File: src/rtl/pkt_route_pkg.sv
package pkt_route_pkg;
  typedef enum logic [1:0] {
    RT_DROP = 2'd0,
    RT_CHAN = 2'd1,
    RT_RMAP = 2'd2
  } routeKind_t;

  localparam int          HDR_LEN  = 3;
  localparam logic [7:0]  RMAP_PID = 8'h01;
  localparam int          CMD_BIT  = 6;

  // Strobes from control to datapath, one cycle each
  typedef struct packed {
    logic       capture;  // store inData into header slot
    logic [1:0] slot;
    logic       markEnd;  // latch end-marker type seen during header
    logic       decide;   // latch routing decision
    logic       emitBuf;  // emit held header byte
    logic [1:0] bufIdx;
    logic       emitIn;   // emit live input byte
    logic       emitEnd;  // emit completion pulse
    logic       endLive;  // completion type taken from live input
  } ctrlStrobe_t;
endpackage

File: src/rtl/pkt_route_dp.sv
module pkt_route_dp
  import pkt_route_pkg::*;
#(
  parameter int NUM_CHAN = 4,
  parameter int CHAN_W   = 2
) (
  input  logic                  clk,
  input  logic                  rstN,
  input  ctrlStrobe_t           strb,
  input  logic [1:0]            byteCnt,
  input  logic [8:0]            inData,
  input  logic [8*NUM_CHAN-1:0] chanAddr,
  input  logic [8*NUM_CHAN-1:0] chanMask,
  input  logic [NUM_CHAN-1:0]   chanEn,
  input  logic [NUM_CHAN-1:0]   chanSep,
  input  logic [7:0]            defAddr,
  input  logic [7:0]            defMask,
  input  logic                  rmapEn,
  input  logic                  promisc,
  output routeKind_t            decKind,
  output logic                  routeValid,
  output routeKind_t            routeKind,
  output logic [CHAN_W-1:0]     routeChan,
  output logic                  outValid,
  output logic [7:0]            outData,
  output logic                  outDone,
  output logic                  outErr
);
  logic [7:0] hdr [HDR_LEN];
  logic       endErrQ;

  always_ff @(posedge clk) begin
    if (!rstN) begin
      for (int k = 0; k < HDR_LEN; k++) hdr[k] <= 8'h00;
      endErrQ <= 1'b0;
    end else begin
      for (int k = 0; k < HDR_LEN; k++)
        if (strb.capture && strb.slot == k[1:0]) hdr[k] <= inData[7:0];
      if (strb.markEnd) endErrQ <= inData[0];
    end
  end

  // Address comparison
  logic [NUM_CHAN-1:0] chanHit;
  logic                defHit;
  assign defHit = ((hdr[0] ^ defAddr) & ~defMask) == 8'h00;

  for (genvar gi = 0; gi < NUM_CHAN; gi++) begin : g_cmp
    logic [7:0] refAddr, refMask;
    assign refAddr    = chanSep[gi] ? chanAddr[gi*8 +: 8] : defAddr;
    assign refMask    = chanSep[gi] ? chanMask[gi*8 +: 8] : defMask;
    assign chanHit[gi] = chanEn[gi] && (((hdr[0] ^ refAddr) & ~refMask) == 8'h00);
  end

  logic [CHAN_W-1:0] firstIdx;
  always_comb begin
    firstIdx = '0;
    for (int i = NUM_CHAN - 1; i >= 0; i--)
      if (chanHit[i]) firstIdx = i[CHAN_W-1:0];
  end

  // Routing decision
  logic              rmapProto, rmapCmd, chanAny;
  logic [CHAN_W-1:0] decChan;
  assign chanAny   = |chanHit;
  assign rmapProto = rmapEn && (byteCnt >= 2'd2) && (hdr[1] == RMAP_PID);
  assign rmapCmd   = rmapProto && (byteCnt == 2'd3) && hdr[2][CMD_BIT];

  always_comb begin
    decKind = RT_DROP;
    decChan = firstIdx;
    if (promisc) begin
      decChan = '0;
      if (byteCnt != 2'd0) decKind = RT_CHAN;
    end else if (rmapProto && byteCnt != 2'd3) begin
      decKind = RT_DROP;
    end else if (rmapCmd) begin
      if (defHit)       decKind = RT_RMAP;
      else if (chanAny) decKind = RT_CHAN;
      else              decKind = RT_RMAP;
    end else if (chanAny && byteCnt >= 2'd2) begin
      decKind = RT_CHAN;
    end
  end

  logic [7:0] bufByte;
  always_comb begin
    bufByte = hdr[0];
    for (int k = 0; k < HDR_LEN; k++)
      if (strb.bufIdx == k[1:0]) bufByte = hdr[k];
  end

  always_ff @(posedge clk) begin
    if (!rstN) begin
      routeValid <= 1'b0;
      routeKind  <= RT_DROP;
      routeChan  <= '0;
      outValid   <= 1'b0;
      outData    <= 8'h00;
      outDone    <= 1'b0;
      outErr     <= 1'b0;
    end else begin
      routeValid <= strb.decide;
      if (strb.decide) begin
        routeKind <= decKind;
        routeChan <= decChan;
      end
      outValid <= strb.emitBuf | strb.emitIn;
      if (strb.emitBuf)     outData <= bufByte;
      else if (strb.emitIn) outData <= inData[7:0];
      outDone <= strb.emitEnd;
      outErr  <= strb.emitEnd & (strb.endLive ? inData[0] : endErrQ);
    end
  end

  a_r12_byte_or_done: assert property (@(posedge clk) disable iff (!rstN)
    $onehot0({outValid, outDone}));
  a_r10_promisc_chan0: assert property (@(posedge clk) disable iff (!rstN)
    (routeValid && $past(promisc)) |-> (routeChan == '0 && routeKind == RT_CHAN));
  a_r4_enabled_target: assert property (@(posedge clk) disable iff (!rstN)
    (routeValid && routeKind == RT_CHAN && !$past(promisc))
      |-> (($past(chanEn) & (NUM_CHAN'(1) << routeChan)) != '0));
  a_r7_rmap_needs_en: assert property (@(posedge clk) disable iff (!rstN)
    (routeValid && routeKind == RT_RMAP) |-> $past(rmapEn));
endmodule

File: src/rtl/pkt_route_ctl.sv
module pkt_route_ctl
  import pkt_route_pkg::*;
(
  input  logic        clk,
  input  logic        rstN,
  input  logic        inValid,
  input  logic [8:0]  inData,
  input  routeKind_t  decKind,
  output logic        inReady,
  output logic [1:0]  byteCnt,
  output ctrlStrobe_t strb
);
  typedef enum logic [2:0] {
    S_COLLECT, S_DECIDE, S_RELEASE, S_PASS, S_DROP
  } state_t;

  state_t     state;
  logic [1:0] cnt, relIdx;
  logic       endSeen;
  logic       accept, isMark;

  assign byteCnt = cnt;
  assign inReady = (state == S_COLLECT) || (state == S_PASS) || (state == S_DROP);
  assign accept  = inValid && inReady;
  assign isMark  = inData[8];

  always_comb begin
    strb = '0;
    case (state)
      S_COLLECT: if (accept) begin
        if (isMark) strb.markEnd = 1'b1;
        else begin
          strb.capture = 1'b1;
          strb.slot    = cnt;
        end
      end
      S_DECIDE: strb.decide = 1'b1;
      S_RELEASE: begin
        if (relIdx < cnt) begin
          strb.emitBuf = 1'b1;
          strb.bufIdx  = relIdx;
        end else strb.emitEnd = 1'b1;
      end
      S_PASS: if (accept) begin
        if (isMark) begin
          strb.emitEnd = 1'b1;
          strb.endLive = 1'b1;
        end else strb.emitIn = 1'b1;
      end
      default: ;
    endcase
  end

  always_ff @(posedge clk) begin
    if (!rstN) begin
      state   <= S_COLLECT;
      cnt     <= 2'd0;
      relIdx  <= 2'd0;
      endSeen <= 1'b0;
    end else begin
      case (state)
        S_COLLECT: if (accept) begin
          if (isMark) begin
            endSeen <= 1'b1;
            state   <= S_DECIDE;
          end else begin
            cnt <= cnt + 2'd1;
            if (cnt == 2'd2) state <= S_DECIDE;
          end
        end
        S_DECIDE: begin
          relIdx <= 2'd0;
          if (decKind == RT_DROP) begin
            cnt <= 2'd0;
            if (endSeen) begin
              endSeen <= 1'b0;
              state   <= S_COLLECT;
            end else state <= S_DROP;
          end else state <= S_RELEASE;
        end
        S_RELEASE: begin
          if (relIdx < cnt) begin
            relIdx <= relIdx + 2'd1;
            if (relIdx == cnt - 2'd1 && !endSeen) begin
              cnt   <= 2'd0;
              state <= S_PASS;
            end
          end else begin
            cnt     <= 2'd0;
            endSeen <= 1'b0;
            state   <= S_COLLECT;
          end
        end
        S_PASS: if (accept && isMark) state <= S_COLLECT;
        S_DROP: if (accept && isMark) state <= S_COLLECT;
        default: state <= S_COLLECT;
      endcase
    end
  end

  a_r9_header_full_decides: assert property (@(posedge clk) disable iff (!rstN)
    (state == S_COLLECT && accept && !isMark && cnt == 2'd2) |=> (state == S_DECIDE));
  a_r8_drop_ends_on_marker: assert property (@(posedge clk) disable iff (!rstN)
    (state == S_DROP && accept && isMark) |=> (state == S_COLLECT && cnt == 2'd0));
  a_r12_release_blocks_input: assert property (@(posedge clk) disable iff (!rstN)
    (state == S_RELEASE) |-> (!strb.emitIn && !strb.capture));
endmodule

File: src/rtl/pkt_addr_router.sv
module pkt_addr_router
  import pkt_route_pkg::*;
#(
  parameter  int NUM_CHAN = 4,
  localparam int CHAN_W   = (NUM_CHAN > 1) ? $clog2(NUM_CHAN) : 1
) (
  input  logic                  clk,
  input  logic                  rstN,
  input  logic                  inValid,
  input  logic [8:0]            inData,
  output logic                  inReady,
  input  logic [8*NUM_CHAN-1:0] chanAddr,
  input  logic [8*NUM_CHAN-1:0] chanMask,
  input  logic [NUM_CHAN-1:0]   chanEn,
  input  logic [NUM_CHAN-1:0]   chanSep,
  input  logic [7:0]            defAddr,
  input  logic [7:0]            defMask,
  input  logic                  rmapEn,
  input  logic                  promisc,
  output logic                  routeValid,
  output logic [1:0]            routeKind,
  output logic [CHAN_W-1:0]     routeChan,
  output logic                  outValid,
  output logic [7:0]            outData,
  output logic                  outDone,
  output logic                  outErr
);
  ctrlStrobe_t strb;
  routeKind_t  decKind, kindQ;
  logic [1:0]  byteCnt;

  pkt_route_ctl u_ctl (
    .clk(clk), .rstN(rstN), .inValid(inValid), .inData(inData),
    .decKind(decKind), .inReady(inReady), .byteCnt(byteCnt), .strb(strb)
  );

  pkt_route_dp #(.NUM_CHAN(NUM_CHAN), .CHAN_W(CHAN_W)) u_dp (
    .clk(clk), .rstN(rstN), .strb(strb), .byteCnt(byteCnt), .inData(inData),
    .chanAddr(chanAddr), .chanMask(chanMask), .chanEn(chanEn), .chanSep(chanSep),
    .defAddr(defAddr), .defMask(defMask), .rmapEn(rmapEn), .promisc(promisc),
    .decKind(decKind), .routeValid(routeValid), .routeKind(kindQ),
    .routeChan(routeChan), .outValid(outValid), .outData(outData),
    .outDone(outDone), .outErr(outErr)
  );

  assign routeKind = kindQ;
endmodule

File: config.mk
export PLATFORM = sky130hd
export DESIGN_NAME = pkt_addr_router
export DESIGN_NICKNAME = d
export VERILOG_FILES = /design/src/rtl/pkt_route_pkg.sv /design/src/rtl/pkt_route_dp.sv /design/src/rtl/pkt_route_ctl.sv /design/src/rtl/pkt_addr_router.sv
export SDC_FILE = /design/constraint.sdc
export NUM_CORES = 1
export LEC_CHECK = 0
export CAP_MARGIN = 20
export CORE_AREA = 2 2 82 84
export DETAILED_ROUTE_END_ITERATION = 7
export DIE_AREA = 0 0 84 86
export DONT_BUFFER_PORTS = 1
export PLACE_DENSITY = 0.62
export SLEW_MARGIN = 10
export SYNTH_ARGS = -nofsm -noshare
export SYNTH_HDL_FRONTEND = slang
export SYNTH_SLANG_ARGS = --single-unit
export TNS_END_PERCENT = 30
File: constraint.sdc
create_clock -name clk -period 7.6 [get_ports clk]
set_clock_uncertainty 0.2 [all_clocks]
set_input_delay 2.28 -clock clk [delete_from_list [all_inputs] [get_ports clk]]
set_output_delay 2.28 -clock clk [all_outputs]
set_load 0.05 [all_outputs]
==> metrics.cfg, run 1 <==
[critical_path]
critical_path.top_delay_family = compound AO/OA/AOI/OAI gates
cp_slowest_cell = o21bai_1
required_ns = 5.12
critPathKind = reg2out
slowest_delay_ns = 0.81
critPathCaptureType = output pin
cp_cell_sequence = nand2_1 -> o21bai_1
path_buf_inv = 0
crit_arrival_ns = 1.95
critPathLaunchType = flip-flop
critPathMaxFanout = 17

[clock_network]
clk_pin_slew_ns = 0.09
cts_setup_buffers = 0
cts_tree = yes
htree_levels = 2
ctsResizeCount = 0
cts_buffer_depth = 2
numCtsBuffers = 5
cts_hold_buffers = 0
clockRootBuffer = clkbuf_8
clkLatencyLatePin_ns = 0.30
cts_sinks = 49

[sta]
slew_headroom_pct = 30.2
post-route-period-util_pct = 58.3
max_freq_mhz = 226
worstMarginPinSlew_ns = 1.05
rsz0062_at_grt = no
finalSetupTns_ns = 0
hold_viol = 0
setup_viol = 0
slew_violations = 0
layout_min_cycle_time_ns = 4.43

[placement]
place_congestion = 0.798
hpwl_um = 6390
port_buffers = 0

[synth]
ys_top_cells_by_count = nor2_1 (38), xnor2_1 (37), a21oi_1 (25), dfxtp_1 (25), edfxtp_1 (24)
ys_types = 54
synth_ff_type = dfxtp_1
synth-edff-count = 24
synth_area_leaders = edfxtp_1 (23%), dfxtp_1 (16%), xnor2_1 (10%)
synth_top_area_share_pct = 23.2
avgSynthCellArea_sq_um = 9.11
yosysMostFrequentCell = nor2_1
syn_area_sq_um = 3110
async_flop_share_pct = 0
yosys_warnings = 0
synth_top_area_cell = edfxtp_1
synthCells = 341
syn_nets = 448
ys_seq_area_share_pct = 39.3
yosys_register_bits = 49

[global_route]
grt_pass1_vias = 2397
antenna_found_initial = 0
grtUsageTotal_pct = 21.6
grt-ovfl-total = 0
grt_start_max_net_pins = 29
grt_pass1_wl_um = 12100

[route]
drc = 0
firstDrtPassIters = 4
vias = 2444
drt_wl_total_um = 7930
drt_iter0_markers = 116
avgViaCountPerCell = 6.02
wl_per_cell_um = 19.5
drtAntennaViolNets = 0

[floorplan]
io-pin-count = 119
initial_utilization_pct = 49.5
die_x_um = 84
die-area_sq_um = 7220
core-area_sq_um = 6280
die_h_um = 86
rows = 29

[finish]
num_antenna_cells = 0
drive_above_1_share_pct = 5.47
syn2layout_area_growth_pct = 4.79
fill_cells = 603
fin_nets = 435

[power]
p_leak_nw = 1.10
ir_worst_vdd_v = 0.000142
p_total_w = 0.000738
powerDensity_nw_per_um2 = 227

[outcome]
status = completed

[hold_path]
hold_class = reg2reg

[job]
maxCapViolCount = 0

[final timing paths]
kind / from / endpoint / slack (ns) / cells after the start
max reg2reg: u_ctl.relIdx[1] / u_dp.outData[2] / 4.48 / 8
max: u_ctl.state[1] / inReady / 3.17 / 2
min reg2reg: u_dp.endErrQ / u_dp.outErr / 0.33 / 2
min: u_dp.endErrQ / u_dp.outErr / 0.33 / 2
[worst reg2reg max path, stage by stage, from the launching register on]
cell	delay, ns
dfxtp_1	0.79
ha_1	0.38
a21oi_1	0.21
nand3_1	0.58
a211oi_1	0.39
a21oi_1	0.09
nor2_1	0.24
a21oi_1	0.08
nor2_1	0.10
[cells by family (layout without fill, tap and decap cells)]
family	count (synthesis)	after routing	synth area share [%]
multiplexers	11	11	3.55
adder cells (fa/ha/maj)	5	5	2.01
flip-flops	49	49	39.3
AND/OR/NAND/NOR	106	106	18.1
buffers and inverters	35	23	4.75
XOR/XNOR	41	41	11.6
AO/OA/AOI/OAI	94	94	20.7
[layout make-up]
type	count	area, sq um	share of cell area (%)
Inverter	12	45.0	1.38
Clock buffer	6	93.8	2.88
Timing Repair Buffer	3	22.5	0.692
Clock inverter	2	38.8	1.19
Multi-Input combinational cell	257	1740	53.4
Sequential cell	49	1220	37.5
Tap cell	77	96.3	2.96
[cell usage in the layout (no fill, tap or decap), types with 4 or more instances in the layout]
master,instances
ha_1,5
edfxtp_1,24
and2_1,8
nand3_1,4
xor2_1,4
clkbuf_8,5
nand2b_1,5
inv_1,12
a21oi_1,25
o22ai_1,12
xnor2_1,37
nor4_1,4
nand2_1,11
dfxtp_1,25
nor2_1,38
mux2i_1,11
nor2b_1,10
nor3_1,7
o31ai_1,5
o21ai_0,7
a211oi_1,19
[sequential cells by signal, indices dropped and copies added (netlist names)]
signal,count
u_dp.hdr,24
u_dp.outData,8
u_ctl.state,3
u_ctl.byteCnt,2
u_ctl.relIdx,2
u_dp.routeChan,2
u_dp.routeKind,2
u_ctl.endSeen,1
u_dp.endErrQ,1
u_dp.outDone,1
u_dp.outErr,1
u_dp.outValid,1
u_dp.routeValid,1
[through the flow]
step	setup WS, ns	area, sq um	hold slack, ns	util [%]	std cells
3_3_place_gp	2.94	3120	0.278	49.7	398
6_report	3.17	3250	0.333	51.8	406
5_1_grt	3.01	3250	0.353	51.8	406
3_5_place_dp	2.86	3120	0.324	49.7	398
4_1_cts	3.17	3250	0.337	51.8	406
2_1_floorplan	3.26	3110	0.260	-	341
[routing by layer]
metal | vias up | track usage (%) | routed length, um
li1 | 1209 | - | -
met1 | 1125 | 24.4 | 3100
met2 | 100 | 39.1 | 3930
met3 | 10 | 6.93 | 760
met4 | 0 | 6.45 | 145
met5 | - | 0 | 0
[where the power goes]
part	internal (W)	switching, W	total [W]
clock	0.000119	0.0000872	0.000206
combinational	0.0000842	0.0000951	0.000179
sequential	0.000303	0.0000494	0.000353
Power figures use the tool's default switching activity.
==> run 2, diff against run 1 <==
--- a/config.mk
+++ b/config.mk
@@ -5,12 +5,13 @@
 export SDC_FILE = /design/constraint.sdc
 export NUM_CORES = 1
 export LEC_CHECK = 0
+export ABC_AREA = 1
 export CAP_MARGIN = 20
-export CORE_AREA = 2 2 82 84
+export CORE_AREA = 2 2 91 93
 export DETAILED_ROUTE_END_ITERATION = 7
-export DIE_AREA = 0 0 84 86
+export DIE_AREA = 0 0 93 95
 export DONT_BUFFER_PORTS = 1
-export PLACE_DENSITY = 0.62
+export PLACE_DENSITY = 0.64
 export SLEW_MARGIN = 10
 export SYNTH_ARGS = -nofsm -noshare
 export SYNTH_HDL_FRONTEND = slang
==> constraint.sdc (replaced) <==
create_clock -name clk -period 3.94 [get_ports clk]
set_clock_uncertainty 0.2 [all_clocks]
set_input_delay 1.182 -clock clk [delete_from_list [all_inputs] [get_ports clk]]
set_output_delay 1.182 -clock clk [all_outputs]
set_load 0.05 [all_outputs]
==> run 2 against run 1 <==
  * Cell area grew 20%
  * Cell count is 72% higher
  * Worst setup slack got worse by 2.2 ns
  * Utilization shrank 2.5 points
  * Critical path type unchanged
  * Critical endpoint unchanged
  * Clock-buffer cell count did not move
  * Non-clock buffer count shrank 1
  * Routed wire length up 29%
  * Highest routed layer unchanged
==> metrics.cfg, run 2 <==
[sta]
slew_headroom_pct = 48.4  ; +18 points
finalSetupTns_ns = 0  ; unchanged
slew_violations = 0  ; unchanged
setup_viol = 0  ; unchanged
holdWs_ns = 0.272  ; -0.0606 ns
worstMarginPinSlew_ns = 0.768  ; -0.278 ns
hold_viol = 0  ; unchanged
rsz0062_at_grt = no
layout_min_cycle_time_ns = 3.00
post-route-period-util_pct = 76.1
max_freq_mhz = 333

[critical_path]
critPathLaunchType = flip-flop
critPathMaxFanout = 5  ; -12
slowest_delay_ns = 0.37  ; -0.44 ns
required_ns = 2.56  ; -2.56 ns
critical_path.top_delay_family = simple AND/OR/NAND/NOR gates
critPathCaptureType = output pin
crit_arrival_ns = 1.62  ; -0.33 ns
path_buf_inv = 2  ; +2
critPathKind = reg2out
cp_slowest_cell = nand2_1
cp_cell_sequence = nor2_1 -> inv_1 -> nor2_1 -> inv_1 -> nand2_1

[clock_network]
numCtsBuffers = 5  ; unchanged
clockRootBuffer = clkbuf_8
cts_buffer_depth = 2  ; unchanged
cts_hold_buffers = 0  ; unchanged
htree_levels = 2  ; unchanged
cts_tree = yes
cts_sinks = 49  ; unchanged
clkLatencyLatePin_ns = 0.30  ; about the same
clk_pin_slew_ns = 0.09  ; about the same
cts_setup_buffers = 0  ; unchanged
ctsResizeCount = 0  ; unchanged

[synth]
yosysMostFrequentCell = nand2_1
syn_area_sq_um = 3820  ; +23%
async_flop_share_pct = 0  ; unchanged
avgSynthCellArea_sq_um = 6.32  ; -31%
ys_types = 43  ; -20%
ys_top_cells_by_count = nand2_1 (223), inv_1 (62), nand3_1 (54)
synthCells = 604  ; +77%
synth_top_area_cell = nand2_1
ys_seq_area_share_pct = 32.0  ; -7.3 points
syn_nets = 711  ; +59%
synth_ff_type = dfxtp_1
synth_top_area_share_pct = 21.9  ; -1.3 points
synth-edff-count = 24  ; unchanged
yosys_warnings = 0  ; unchanged
synth_area_leaders = nand2_1 (22%), edfxtp_1 (19%), dfxtp_1 (13%)
yosys_register_bits = 49  ; unchanged

[finish]
layout_commonest_cell = nand2_1
fin_util_pct = 49.4  ; -2.5 points
final_cell_mix = nand2_1 (223), inv_1 (62), nand3_1 (54)
design_area_sq_um = 3910  ; +20%
num_antenna_cells = 0  ; unchanged
regMostFlops = u_dp.hdr
drive_above_1_share_pct = 5.21  ; -0.26 points
largest_reg_flops = 24  ; unchanged
top_regs = u_dp.hdr (24), u_dp.outData (8), u_ctl.state (3)
fill_cells = 832  ; +38%
syn2layout_area_growth_pct = 2.52
fin_nets = 701  ; +61%

[global_route]
grt_pass1_wl_um = 16400  ; +36%
grt-ovfl-total = 0  ; unchanged
grtUsageTotal_pct = 23.3  ; +1.7 points
grt_pass1_vias = 3568  ; +49%
grt_start_max_net_pins = 26  ; -10%
antenna_found_initial = 0  ; unchanged

[placement]
hpwl_um = 8390  ; +31%
port_buffers = 0  ; unchanged
place_congestion = 0.961  ; +20%
place_area_sq_um = 3820  ; +22%

[power]
switching_share_pct = 40.7  ; +9.3 points
ir_worst_vdd_v = 0.000355  ; +150%
combPwrFrac_pct = 35.7  ; +11 points
p_leak_nw = 1.92  ; +75%
p_total_w = 0.00158  ; +110%
p_clk_share_pct = 19.4  ; -8.6 points
p_int_w = 0.000935  ; +85%
powerDensity_nw_per_um2 = 403  ; +78%
p_sw_w = 0.000642  ; +180%
power_frac_seq_pct = 44.9  ; -2.8 points

[floorplan]
core-area_sq_um = 7930  ; +26%
initial_utilization_pct = 48.2  ; -1.3 points
die-area_sq_um = 8840  ; +22%
io-pin-count = 119  ; unchanged
rows = 33  ; +14%
die_h_um = 95  ; +10%
die_x_um = 93  ; +11%

[route]
drtAntennaViolNets = 0  ; unchanged
vias = 3776  ; +55%
drt_iter0_markers = 127  ; +9.5%
avgViaCountPerCell = 5.39  ; -10%
drc = 0  ; unchanged
drt_wl_total_um = 10200  ; +29%
firstDrtPassIters = 5  ; +1
wl_per_cell_um = 14.6  ; -25%

[job]
maxCapViolCount = 0  ; unchanged

[outcome]
status = completed

[hold_path]
hold_class = reg2reg

## run 2: path summary, 6_finish.rpt
| path | slack, ns | to | from | cells past startpoint |
|---|---|---|---|---|
| setup / recovery | 0.94 | inReady | u_ctl.state[1] | 5 |
| hold / removal | 0.27 | u_dp.endErrQ | u_dp.endErrQ | 2 |
| setup reg to reg | 1.13 | u_dp.outData[1] | u_ctl.byteCnt[1] | 13 |
| hold reg to reg | 0.27 | u_dp.endErrQ | u_dp.endErrQ | 2 |
## run 2: worst min-delay path, cell delays in order (launching register included)
cell,delay [ns]
dfxtp_1,0.32
nand2_1,0.06
a21oi_1,0.05
## run 2: cell families after synthesis
group,count (synthesis),synth area share (%)
muxes,2,0.524
adders and majority gates,5,1.64
and+or+nand+nor,358,39.3
DFF,49,32.0
AOI/OAI and AO/OA,102,15.7
buffers and inverters,88,10.8
## run 2: layout make-up
cell class / instances / area [sq um] / share of cell area [%]
Inverter: 69 / 267 / 6.81
Clock buffer: 6 / 82.6 / 2.11
Clock inverter: 2 / 13.8 / 0.352
Sequential cell: 49 / 1220 / 31.2
Timing Repair Buffer: 2 / 15.0 / 0.384
Multi-Input combinational cell: 467 / 2180 / 55.8
Tap cell: 105 / 131 / 3.36
## run 2: stage by stage
| step | instances | setup slack, ns |
|---|---|---|
| CTS | 700 | 0.932 |
| finish | 700 | 0.940 |
| detailed placement | 692 | 0.972 |
| floorplan | 604 | 1.06 |
| global placement | 692 | 1.00 |
| global route | 700 | 0.800 |
## run 2: per-layer routing
metal | GRT usage, % | part of all wire [%] | vias to the layer above
li1 | - | - | 1948
met1 | 29.1 | 42 | 1660
met2 | 40.8 | 48 | 150
met3 | 4.23 | 8.1 | 18
met4 | 7.48 | 2.3 | 0
met5 | 0 | 0 | -
## run 2: power by group through the flow
stage	registers (W)	logic (W)	clock network (W)
after floorplan	0.000688	0.000482	0
after CTS	0.000707	0.000561	0.000315
after global routing	0.000718	0.000642	0.000332
after global placement	0.000718	0.000549	0
after detailed placement	0.000719	0.000558	0
final	0.000709	0.000563	0.000306
